<file path="config.mk">
export PLATFORM = sky130hd
export DESIGN_NAME = usra_unit
export DESIGN_NICKNAME = d
export VERILOG_FILES = /design/src/rtl/usra_pkg.sv /design/src/rtl/usra_decode.sv /design/src/rtl/usra_lane.sv /design/src/rtl/usra_datapath.sv /design/src/rtl/usra_unit.sv
export SDC_FILE = /design/constraint.sdc
export NUM_CORES = 2
export LEC_CHECK = 0
export BUFFER_PORTS_ARGS = -buffer_cell sky130_fd_sc_hd__buf_2
export CORE_AREA = 2 2 340 342
export CTS_CLUSTER_SIZE = 40
export DETAILED_ROUTE_END_ITERATION = 8
export DIE_AREA = 0 0 342 344
export HOLD_SLACK_MARGIN = 0.06
export PLACE_DENSITY = 0.86
export SYNTH_ARGS = -nofsm -noshare
export SYNTH_HDL_FRONTEND = slang
export SYNTH_HIERARCHICAL = 1
export SYNTH_SLANG_ARGS = --single-unit
</file>
<file path="constraint.sdc">
create_clock -name clk -period 4.11 [get_ports clk]
set_clock_uncertainty 0.1 [all_clocks]
set_input_delay 0.2055 -clock clk [delete_from_list [all_inputs] [get_ports clk]]
set_output_delay 0.2055 -clock clk [all_outputs]
set_load 0.01 [all_outputs]
</file>
<file path="src/rtl/usra_pkg.sv">
package usra_pkg;
  localparam int IMM_HI_W = 4;
  localparam int IMM_LO_W = 3;
  localparam int IMM_W    = IMM_HI_W + IMM_LO_W;
  localparam int SHAMT_W  = 7;
  localparam int MIN_LANE = 8;
  localparam int N_SIZES  = 4;

  typedef enum logic [1:0] {
    SZ_8  = 2'd0,
    SZ_16 = 2'd1,
    SZ_32 = 2'd2,
    SZ_64 = 2'd3
  } lane_sz_e;

  typedef struct packed {
    lane_sz_e             size;
    logic [SHAMT_W-1:0]   shamt;
    logic                 wide;
    logic                 undef;
    logic                 other;
  } dec_t;
endpackage

</file>
<file path="src/rtl/usra_decode.sv">
module usra_decode
  import usra_pkg::*;
(
  input  logic [IMM_HI_W-1:0] imm_hi,
  input  logic [IMM_LO_W-1:0] imm_lo,
  input  logic                wide_sel,
  input  logic                scalar_mode,
  output dec_t                dec
);
  logic [IMM_W:0]  imm_ext;
  logic [IMM_W:0]  twice_w;
  logic [IMM_W:0]  diff;
  lane_sz_e        size_v;

  assign imm_ext = {1'b0, imm_hi, imm_lo};

  always_comb begin
    if (imm_hi[3])      size_v = SZ_64;
    else if (imm_hi[2]) size_v = SZ_32;
    else if (imm_hi[1]) size_v = SZ_16;
    else                size_v = SZ_8;
  end

  always_comb begin
    dec = '0;
    if (scalar_mode) begin
      dec.size  = SZ_64;
      dec.wide  = 1'b0;
      dec.undef = ~imm_hi[3];
      dec.other = 1'b0;
    end else begin
      dec.size  = size_v;
      dec.wide  = wide_sel;
      dec.other = (imm_hi == '0);
      dec.undef = imm_hi[3] & ~wide_sel;
    end
    twice_w   = (IMM_W+1)'(2 * MIN_LANE) << dec.size;
    diff      = twice_w - imm_ext;
    dec.shamt = diff[SHAMT_W-1:0];
  end
endmodule

</file>
<file path="src/rtl/usra_lane.sv">
module usra_lane
  import usra_pkg::*;
#(
  parameter int LW = 8
) (
  input  logic [LW-1:0]      src,
  input  logic [LW-1:0]      acc,
  input  logic [SHAMT_W-1:0] shamt,
  output logic [LW-1:0]      sum
);
  logic [LW-1:0] shifted;

  always_comb begin
    if (int'(shamt) >= LW) shifted = '0;
    else                   shifted = src >> shamt;
    sum = acc + shifted;
  end
endmodule

</file>
<file path="src/rtl/usra_datapath.sv">
module usra_datapath
  import usra_pkg::*;
#(
  parameter int VEC_W = 128
) (
  input  logic [VEC_W-1:0]   src_vec,
  input  logic [VEC_W-1:0]   acc_vec,
  input  dec_t               dec,
  output logic [VEC_W-1:0]   res
);
  localparam int HALF_W = VEC_W / 2;

  logic [VEC_W-1:0] res_sz [N_SIZES];
  logic [VEC_W-1:0] sel;

  for (genvar s = 0; s < N_SIZES; s++) begin : g_sz
    localparam int LW = MIN_LANE << s;
    localparam int NL = VEC_W / LW;
    for (genvar l = 0; l < NL; l++) begin : g_lane
      usra_lane #(.LW(LW)) u_lane (
        .src   (src_vec[l*LW +: LW]),
        .acc   (acc_vec[l*LW +: LW]),
        .shamt (dec.shamt),
        .sum   (res_sz[s][l*LW +: LW])
      );
    end
  end

  always_comb begin
    sel = res_sz[dec.size];
    res = sel;
    if (!dec.wide) res[VEC_W-1:HALF_W] = '0;
  end
endmodule

</file>
<file path="src/rtl/usra_unit.sv">
module usra_unit
  import usra_pkg::*;
#(
  parameter int VEC_W = 128
) (
  input  logic                clk,
  input  logic                rst_n,
  input  logic                in_valid,
  input  logic [VEC_W-1:0]    src_vec,
  input  logic [VEC_W-1:0]    acc_vec,
  input  logic [IMM_HI_W-1:0] imm_hi,
  input  logic [IMM_LO_W-1:0] imm_lo,
  input  logic                wide_sel,
  input  logic                scalar_mode,
  output logic                out_valid,
  output logic [VEC_W-1:0]    result,
  output logic                undef_flag,
  output logic                other_class_flag
);
  localparam int HALF_W = VEC_W / 2;

  logic             rst_s1, rst_s2;
  dec_t             dec;
  logic [VEC_W-1:0] dp_res;
  logic [VEC_W-1:0] result_d;
  logic             undef_d, other_d, valid_d;

  always_ff @(posedge clk or negedge rst_n) begin
    if (!rst_n) begin
      rst_s1 <= 1'b0;
      rst_s2 <= 1'b0;
    end else begin
      rst_s1 <= 1'b1;
      rst_s2 <= rst_s1;
    end
  end

  usra_decode u_dec (
    .imm_hi      (imm_hi),
    .imm_lo      (imm_lo),
    .wide_sel    (wide_sel),
    .scalar_mode (scalar_mode),
    .dec         (dec)
  );

  usra_datapath #(.VEC_W(VEC_W)) u_dp (
    .src_vec (src_vec),
    .acc_vec (acc_vec),
    .dec     (dec),
    .res     (dp_res)
  );

  always_comb begin
    valid_d  = in_valid;
    undef_d  = undef_flag;
    other_d  = other_class_flag;
    result_d = result;
    if (in_valid) begin
      undef_d  = dec.undef;
      other_d  = dec.other;
      result_d = (dec.undef || dec.other) ? '0 : dp_res;
    end
  end

  always_ff @(posedge clk or negedge rst_s2) begin
    if (!rst_s2) begin
      out_valid        <= 1'b0;
      result           <= '0;
      undef_flag       <= 1'b0;
      other_class_flag <= 1'b0;
    end else begin
      out_valid        <= valid_d;
      result           <= result_d;
      undef_flag       <= undef_d;
      other_class_flag <= other_d;
    end
  end

  AST_LATENCY: assert property (@(posedge clk) disable iff (!rst_s2)
    in_valid |=> out_valid);
  AST_IDLE_LOW: assert property (@(posedge clk) disable iff (!rst_s2)
    !in_valid |=> !out_valid);
  AST_IDLE_HOLD: assert property (@(posedge clk) disable iff (!rst_s2)
    !in_valid |=> $stable(result));
  AST_FLAG_ZERO: assert property (@(posedge clk) disable iff (!rst_s2)
    (undef_flag || other_class_flag) |-> (result == '0));
  AST_FLAGS_EXCL: assert property (@(posedge clk) disable iff (!rst_s2)
    !(undef_flag && other_class_flag));
  AST_OTHER_CLASS: assert property (@(posedge clk) disable iff (!rst_s2)
    (in_valid && !scalar_mode && imm_hi == '0) |=> other_class_flag);
  AST_NARROW_UPPER: assert property (@(posedge clk) disable iff (!rst_s2)
    (in_valid && (!wide_sel || scalar_mode)) |=> (result[VEC_W-1:HALF_W] == '0));
  AST_SHAMT_RANGE: assert property (@(posedge clk) disable iff (!rst_s2)
    (in_valid && !dec.undef && !dec.other) |->
      (dec.shamt != '0 && int'(dec.shamt) <= (MIN_LANE << dec.size)));
endmodule

</file>
==> results of run 1 <==
## timing repair
action	in CTS
pin swaps	212
cloned	30
gates resized for setup	612
hold buffers	4
buffers inserted	151
setup endpoints to repair	128
endpoints found under the hold margin	4
## cell families after synthesis
| logic type | after synthesis | share of synthesized area |
|---|---|---|
| mux | 1059 | 0.2220 |
| simple gates | 2618 | 0.2064 |
| xor+xnor | 407 | 0.05878 |
| compound gates | 2324 | 0.2703 |
| buf+inv | 938 | 0.08167 |
| fa+ha+maj | 515 | 0.1072 |
| other cells | 1 | 0.00006031 |
| flops | 133 | 0.05352 |
## stage by stage
| step | utilization | hold WS (ns) | cell area, µm² |
|---|---|---|---|
| global placement | 0.7134 | -0.1085 | 81250 |
| detailed placement | 0.7134 | -0.1029 | 81250 |
| floorplan | - | -0.1901 | 62870 |
| CTS | 0.7610 | 0.08376 | 86670 |
## metal layers
metal  global-route usage  GRT overflow
met5               0.4976             3
met4               0.7675           144
met3               0.7322            26
met2               0.9119           159
met1               0.7761            30
## synthesized netlist by cell type (all sizes together) (17+ instances only)
| master | instances |
|---|---|
| nand3 | 130 |
| nand4 | 106 |
| or2 | 43 |
| a311oi | 60 |
| o211ai | 56 |
| o22ai | 208 |
| nand2 | 600 |
| clkbuf | 274 |
| xor2 | 156 |
| dfrtp | 133 |
| o311ai | 28 |
| o311a | 22 |
| fa | 30 |
| o41ai | 18 |
| and2 | 74 |
| xnor2 | 251 |
| mux2i | 646 |
| buf | 284 |
| nand2b | 55 |
| and3 | 58 |
| o31ai | 48 |
| inv | 374 |
| a31oi | 58 |
| a211oi | 256 |
| o31a | 17 |
| nand3b | 28 |
| nor3 | 410 |
| a21o | 238 |
| o21bai | 52 |
| nor2 | 881 |
| mux2 | 181 |
| or3 | 37 |
| ha | 485 |
| and4 | 26 |
| a211o | 40 |
| a22oi | 37 |
| a21boi | 28 |
| a21oi | 584 |
| nor2b | 78 |
| o21ai | 331 |
| o21a | 93 |
| nor4 | 51 |
| a221oi | 32 |
| mux4 | 232 |
==> flow_metrics.py, run 1 <==
metrics = {
    "floorplan": {
        "dieWidth_um": 342,
        "std_cell_rows": 124,
        "top_level_ports": 399,
        "floorplan.die.height_um": 344,
        "initial_standard_cell_utilization_of_the_core": 0.5460,
    },
    "clocking": {
        "htree_levels": 4,
        "cts-root-to-sink-buffers": 2,
        "number_of_clock_buffers_inserted_by_tritoncts": 17,
        "root_buffer_master": "clkbuf_16",
        "clock_sink_count": 133,
    },
    "placed_design": {
        "placement.io_buffers": 398,
        "dp_hpwl_mm": 235.7,
        "dp_slack_ns": -2.499,
        "placedCellCount": 11710,
        "gp_congestion": 1.174,
    },
    "grt": {
        "pin_count_of_the_biggest_net_entering_global_routing": 138,
        "number_of_global_route_vias_before_repair": 105000,
        "grt_use_total": 0.7955,
        "grt_remaining_overflow": 362,
        "wire_length_of_the_first_global_routing_pass_mm": 712.3,
    },
    "synth": {
        "ys_seq_elements": 133,
        "synth_cells": 7995,
        "number_of_enable_type_register_cells_in_the_synthesized_netlist": 0,
        "syn_area_per_cell_um2": 7.777,
        "post-synth-top-area-cell": "mux2i_1",
        "synth_area_mm2": 0.06218,
        "synthesis_warning_total": 6,
        "postSynth.asyncResetShare": 1.000,
        "synth-main-ff-cell": "dfrtp_1",
        "ys_types": 109,
        "synth_top_area_share": 0.1040,
        "synth_area_leaders": "mux2i_1, ha_1, mux4_2",
        "synth.yosys.seq_area_share": 0.05352,
        "synth.net_count": 8778,
    },
    "outcome": {
        "status": "aborted with a tool error",
        "last-stage-reached": "global routing",
        "run.stop_error": "[ERROR GRT-0116] Global routing finished with congestion. Check the congestion regions in the DRC Viewer.",
    },
}
==> inputs of run 2 (changes only) <==
- CORE_AREA: 2 2 340 342 -> 2 2 398 400
- CTS_CLUSTER_SIZE: 40 -> default
- DIE_AREA: 0 0 342 344 -> 0 0 400 402
- HOLD_SLACK_MARGIN: 0.06 -> default
- PLACE_DENSITY: 0.86 -> default
- PLACE_DENSITY_LB_ADDON: default -> 0.15
- clock period: 4.11 -> 5.3 ns (I/O delays scaled with it)
==> run 2 against run 1 <==
The flow now finishes, with violations (negative setup slack). Synthesized area is the same. Synthesized cell count is the same.
==> flow_metrics.py, run 2 <==
metrics = {
    "outcome": {
        "status": "finished, violations left",
        "failed_checks": "negative setup slack",
    },
    "sta": {
        "timing.max_slew.rel_slack": 0.2629,
        "timing_worst_slew_pin_value_ns": 1.106,
        "min_period_over_period": 1.065,
        "setup_viol": 82,
        "rsz0062_at_grt": "yes",
        "slew_viol_final": 0,
        "timing.final.hold_violations": 0,
        "fin_ws_ns": -0.3422,
        "finalCriticalPeriod_ns": 5.642,
        "setup-tns-final_ns": -11.90,
        "max_freq_mhz": 177.2,
    },
    "cells_and_area": {
        "top_register_by_number_of_flip_flops": "result",
        "largest_register_ffs": 128,
        "multi_input_comb_area_mm2": 0.05906,
        "area.sequential_mm2": 0.003332,
        "layout.nets": 11200,
        "fillers": 14760,
        "area.growth.synth_to_final_pct": 44.55,
        "layout.cells.non_filler": 12510,
        "final_common_cell": "buf_4",
        "most-common-layout-cells": "buf_4, nor2_1, mux2i_1",
        "post-route-util": 0.5721,
        "drive_gt1_frac": 0.4510,
    },
    "job": {
        "drv.max_cap_violation_count": 0,
    },
    "setup_path": {
        "crit_path_max_incr_delay_ns": 0.51,
        "sum_of_buffers_and_inverters_on_the_critical_path": 6,
        "timing.critical_path.to_type": "register",
        "crit_type": "in2reg",
        "reg2reg_slack_ns": 3.56,
        "worst_r2r_startpoint": "rst_s2$_DFF_PN0_",
        "worstRegToRegCells": 2,
        "worstReg2RegEnd": "result[25]$_DFFE_PN0P_",
        "master_of_the_slowest_instance_on_the_critical_path": "mux4_2",
        "cp.arrival_ns": 5.96,
        "cp_delay_by_family_top": "compound AO/OA/AOI/OAI gates",
        "cell_depth_of_the_worst_setup_path": 29,
        "worst-endpoint-required_ns": 5.61,
        "worst-path-max-fanout": 6,
        "critPathLaunchType": "input port",
    },
    "placed_design": {
        "placement.io_buffers": 398,
        "gp_congestion": 1.007,
        "dp_hpwl_mm": 240.5,
        "placedCellCount": 12250,
    },
    "clocking": {
        "number_of_clock_buffers_inserted_by_tritoncts": 17,
        "root_buffer_master": "clkbuf_16",
        "cts-root-to-sink-buffers": 2,
        "clock_sink_count": 133,
        "cts.reportedPaths.clkPinSlew_ns": 0.08,
        "tritoncts_clock_tree": "done",
        "worst_skew_pair.late_latency_ns": 0.54,
        "htree_levels": 4,
    },
    "synth": {
        "synth_area_mm2": 0.06218,
        "synth_cells": 7995,
        "syn_area_per_cell_um2": 7.777,
        "synth_top_area_share": 0.1040,
        "synth.most_common_cell": "nor2_1",
        "ys_seq_elements": 133,
        "synth.yosys.seq_area_share": 0.05352,
        "ys_types": 109,
        "post_synth_most_frequent_cells": "nor2_1, mux2i_1, nand2_1, a21oi_1, ha_1",
        "post-synth-top-area-cell": "mux2i_1",
        "synth_area_leaders": "mux2i_1, ha_1, mux4_2",
        "postSynth.asyncResetShare": 1.000,
        "synth.net_count": 8778,
        "synth-main-ff-cell": "dfrtp_1",
        "number_of_enable_type_register_cells_in_the_synthesized_netlist": 0,
        "synthesis_warning_total": 6,
    },
    "drt": {
        "ant_nets": 0,
        "post_drt_via_cell_ratio": 5.960,
        "drt-initial-drc-count": 6773,
        "wire_per_inst_um": 24.11,
        "detail_route.drc_violations": 0,
        "number_of_search_and_repair_iterations_in_the_first_detailed_routing_pass": 6,
        "route.vias.total": 74570,
        "drt_wl_total_mm": 301.6,
    },
    "grt": {
        "grt_remaining_overflow": 0,
        "number_of_global_route_vias_before_repair": 71200,
        "wire_length_of_the_first_global_routing_pass_mm": 441.8,
        "grt_antenna_before_repair": 23,
        "pin_count_of_the_biggest_net_entering_global_routing": 134,
        "grt_use_total": 0.3560,
    },
    "min_path": {
        "terminating_pin_of_the_worst_hold_path": "out_valid$_DFF_PN0_",
        "holdCritPathClass": "in2reg",
        "holdCritStartpoint": "in_valid",
        "whs_path_depth": 1,
    },
    "floorplan": {
        "coreArea_mm2": 0.1571,
        "top_level_ports": 399,
        "dieWidth_um": 400,
        "die_area_mm2": 0.1608,
        "initial_standard_cell_utilization_of_the_core": 0.3958,
        "floorplan.die.height_um": 402,
        "std_cell_rows": 146,
    },
    "power": {
        "leakage_nw": 42.38,
        "power_density_mw_per_mm2": 174.3,
        "vdd_ir_drop_max_v": 0.0002446,
    },
}
==> run 2: power breakdown <==
part | switching [W] | total, W | leakage (nW) | internal [W]
combinational | 0.00692 | 0.0129 | 40.3 | 0.00601
sequential | 0.000139 | 0.00130 | 1.76 | 0.00116
clock | 0.000685 | 0.00144 | 0.293 | 0.000752
==> run 2: cells by family after synthesis <==
| logic type | after synthesis | synth area share |
|---|---|---|
| multiplexers | 1059 | 0.2220 |
| AND/OR/NAND/NOR | 2618 | 0.2064 |
| AO/OA/AOI/OAI | 2324 | 0.2703 |
| buffers and inverters | 938 | 0.08167 |
| adder cells (fa/ha/maj) | 515 | 0.1072 |
| flip-flops | 133 | 0.05352 |
| other | 1 | 0.00006031 |
| XOR/XNOR | 407 | 0.05878 |
==> run 2: area by class of cell <==
class / instances / area share
antenna: 10 / 0.0002784
clock buffer: 17 / 0.004733
clock inverter: 14 / 0.002116
inverter: 380 / 0.01599
multi-input combinational: 6924 / 0.6571
sequential: 133 / 0.03707
tap: 2072 / 0.02884
timing repair buffer: 2961 / 0.2539
==> run 2: worst max path at each step <==
stage                     slack, ns                      to   startpoint
final                         -0.34  result[21]$_DFFE_PN0P_    imm_hi[3]
after global placement        -1.07  result[28]$_DFFE_PN0P_    imm_hi[3]
after CTS                     -0.12  result[21]$_DFFE_PN0P_  scalar_mode
after detailed placement      -1.06  result[28]$_DFFE_PN0P_    imm_hi[3]
after floorplan               -2.34  result[58]$_DFFE_PN0P_    imm_hi[3]
after global routing          -0.48  result[88]$_DFFE_PN0P_    imm_hi[3]
==> run 2: timing repair <==
| item | in CTS | in global routing |
|---|---|---|
| gates resized for setup | 437 | 678 |
| endpoints found under the setup margin | 103 | 111 |
| setup buffers | 105 | 130 |
| pin swaps | 231 | 361 |
| hold buffers | 2 | 0 |
| gates cloned | 10 | 5 |
| endpoints found under the hold margin | 2 | 0 |
==> run 2: per-layer routing <==
metal / routed length, µm / share of wire / up-vias / GRT usage
li1: - / - / 34860 / -
met3: 21160 / 0.070 / 536 / 0.04705
met1: 129200 / 0.43 / 36220 / 0.4800
met5: 165 / 0.00055 / - / 0
met4: 14100 / 0.047 / 26 / 0.1409
met2: 136900 / 0.45 / 2923 / 0.5717
==> run 2: stage by stage <==
stage / hold WS, ns / instance area [µm²] / setup slack (ns) / total power [W]
after floorplan: -0.1306 / 62870 / -2.343 / 0.007543
after global placement: -0.04854 / 82050 / -1.072 / 0.01263
after global routing: 0.03128 / 89870 / -0.4816 / 0.01648
after CTS: 0.006837 / 85740 / -0.1200 / 0.01474
after detailed placement: -0.04646 / 82050 / -1.057 / 0.01267
final: 0.01628 / 89880 / -0.3422 / 0.01567
No activity file was read; power rests on OpenSTA's default activity.
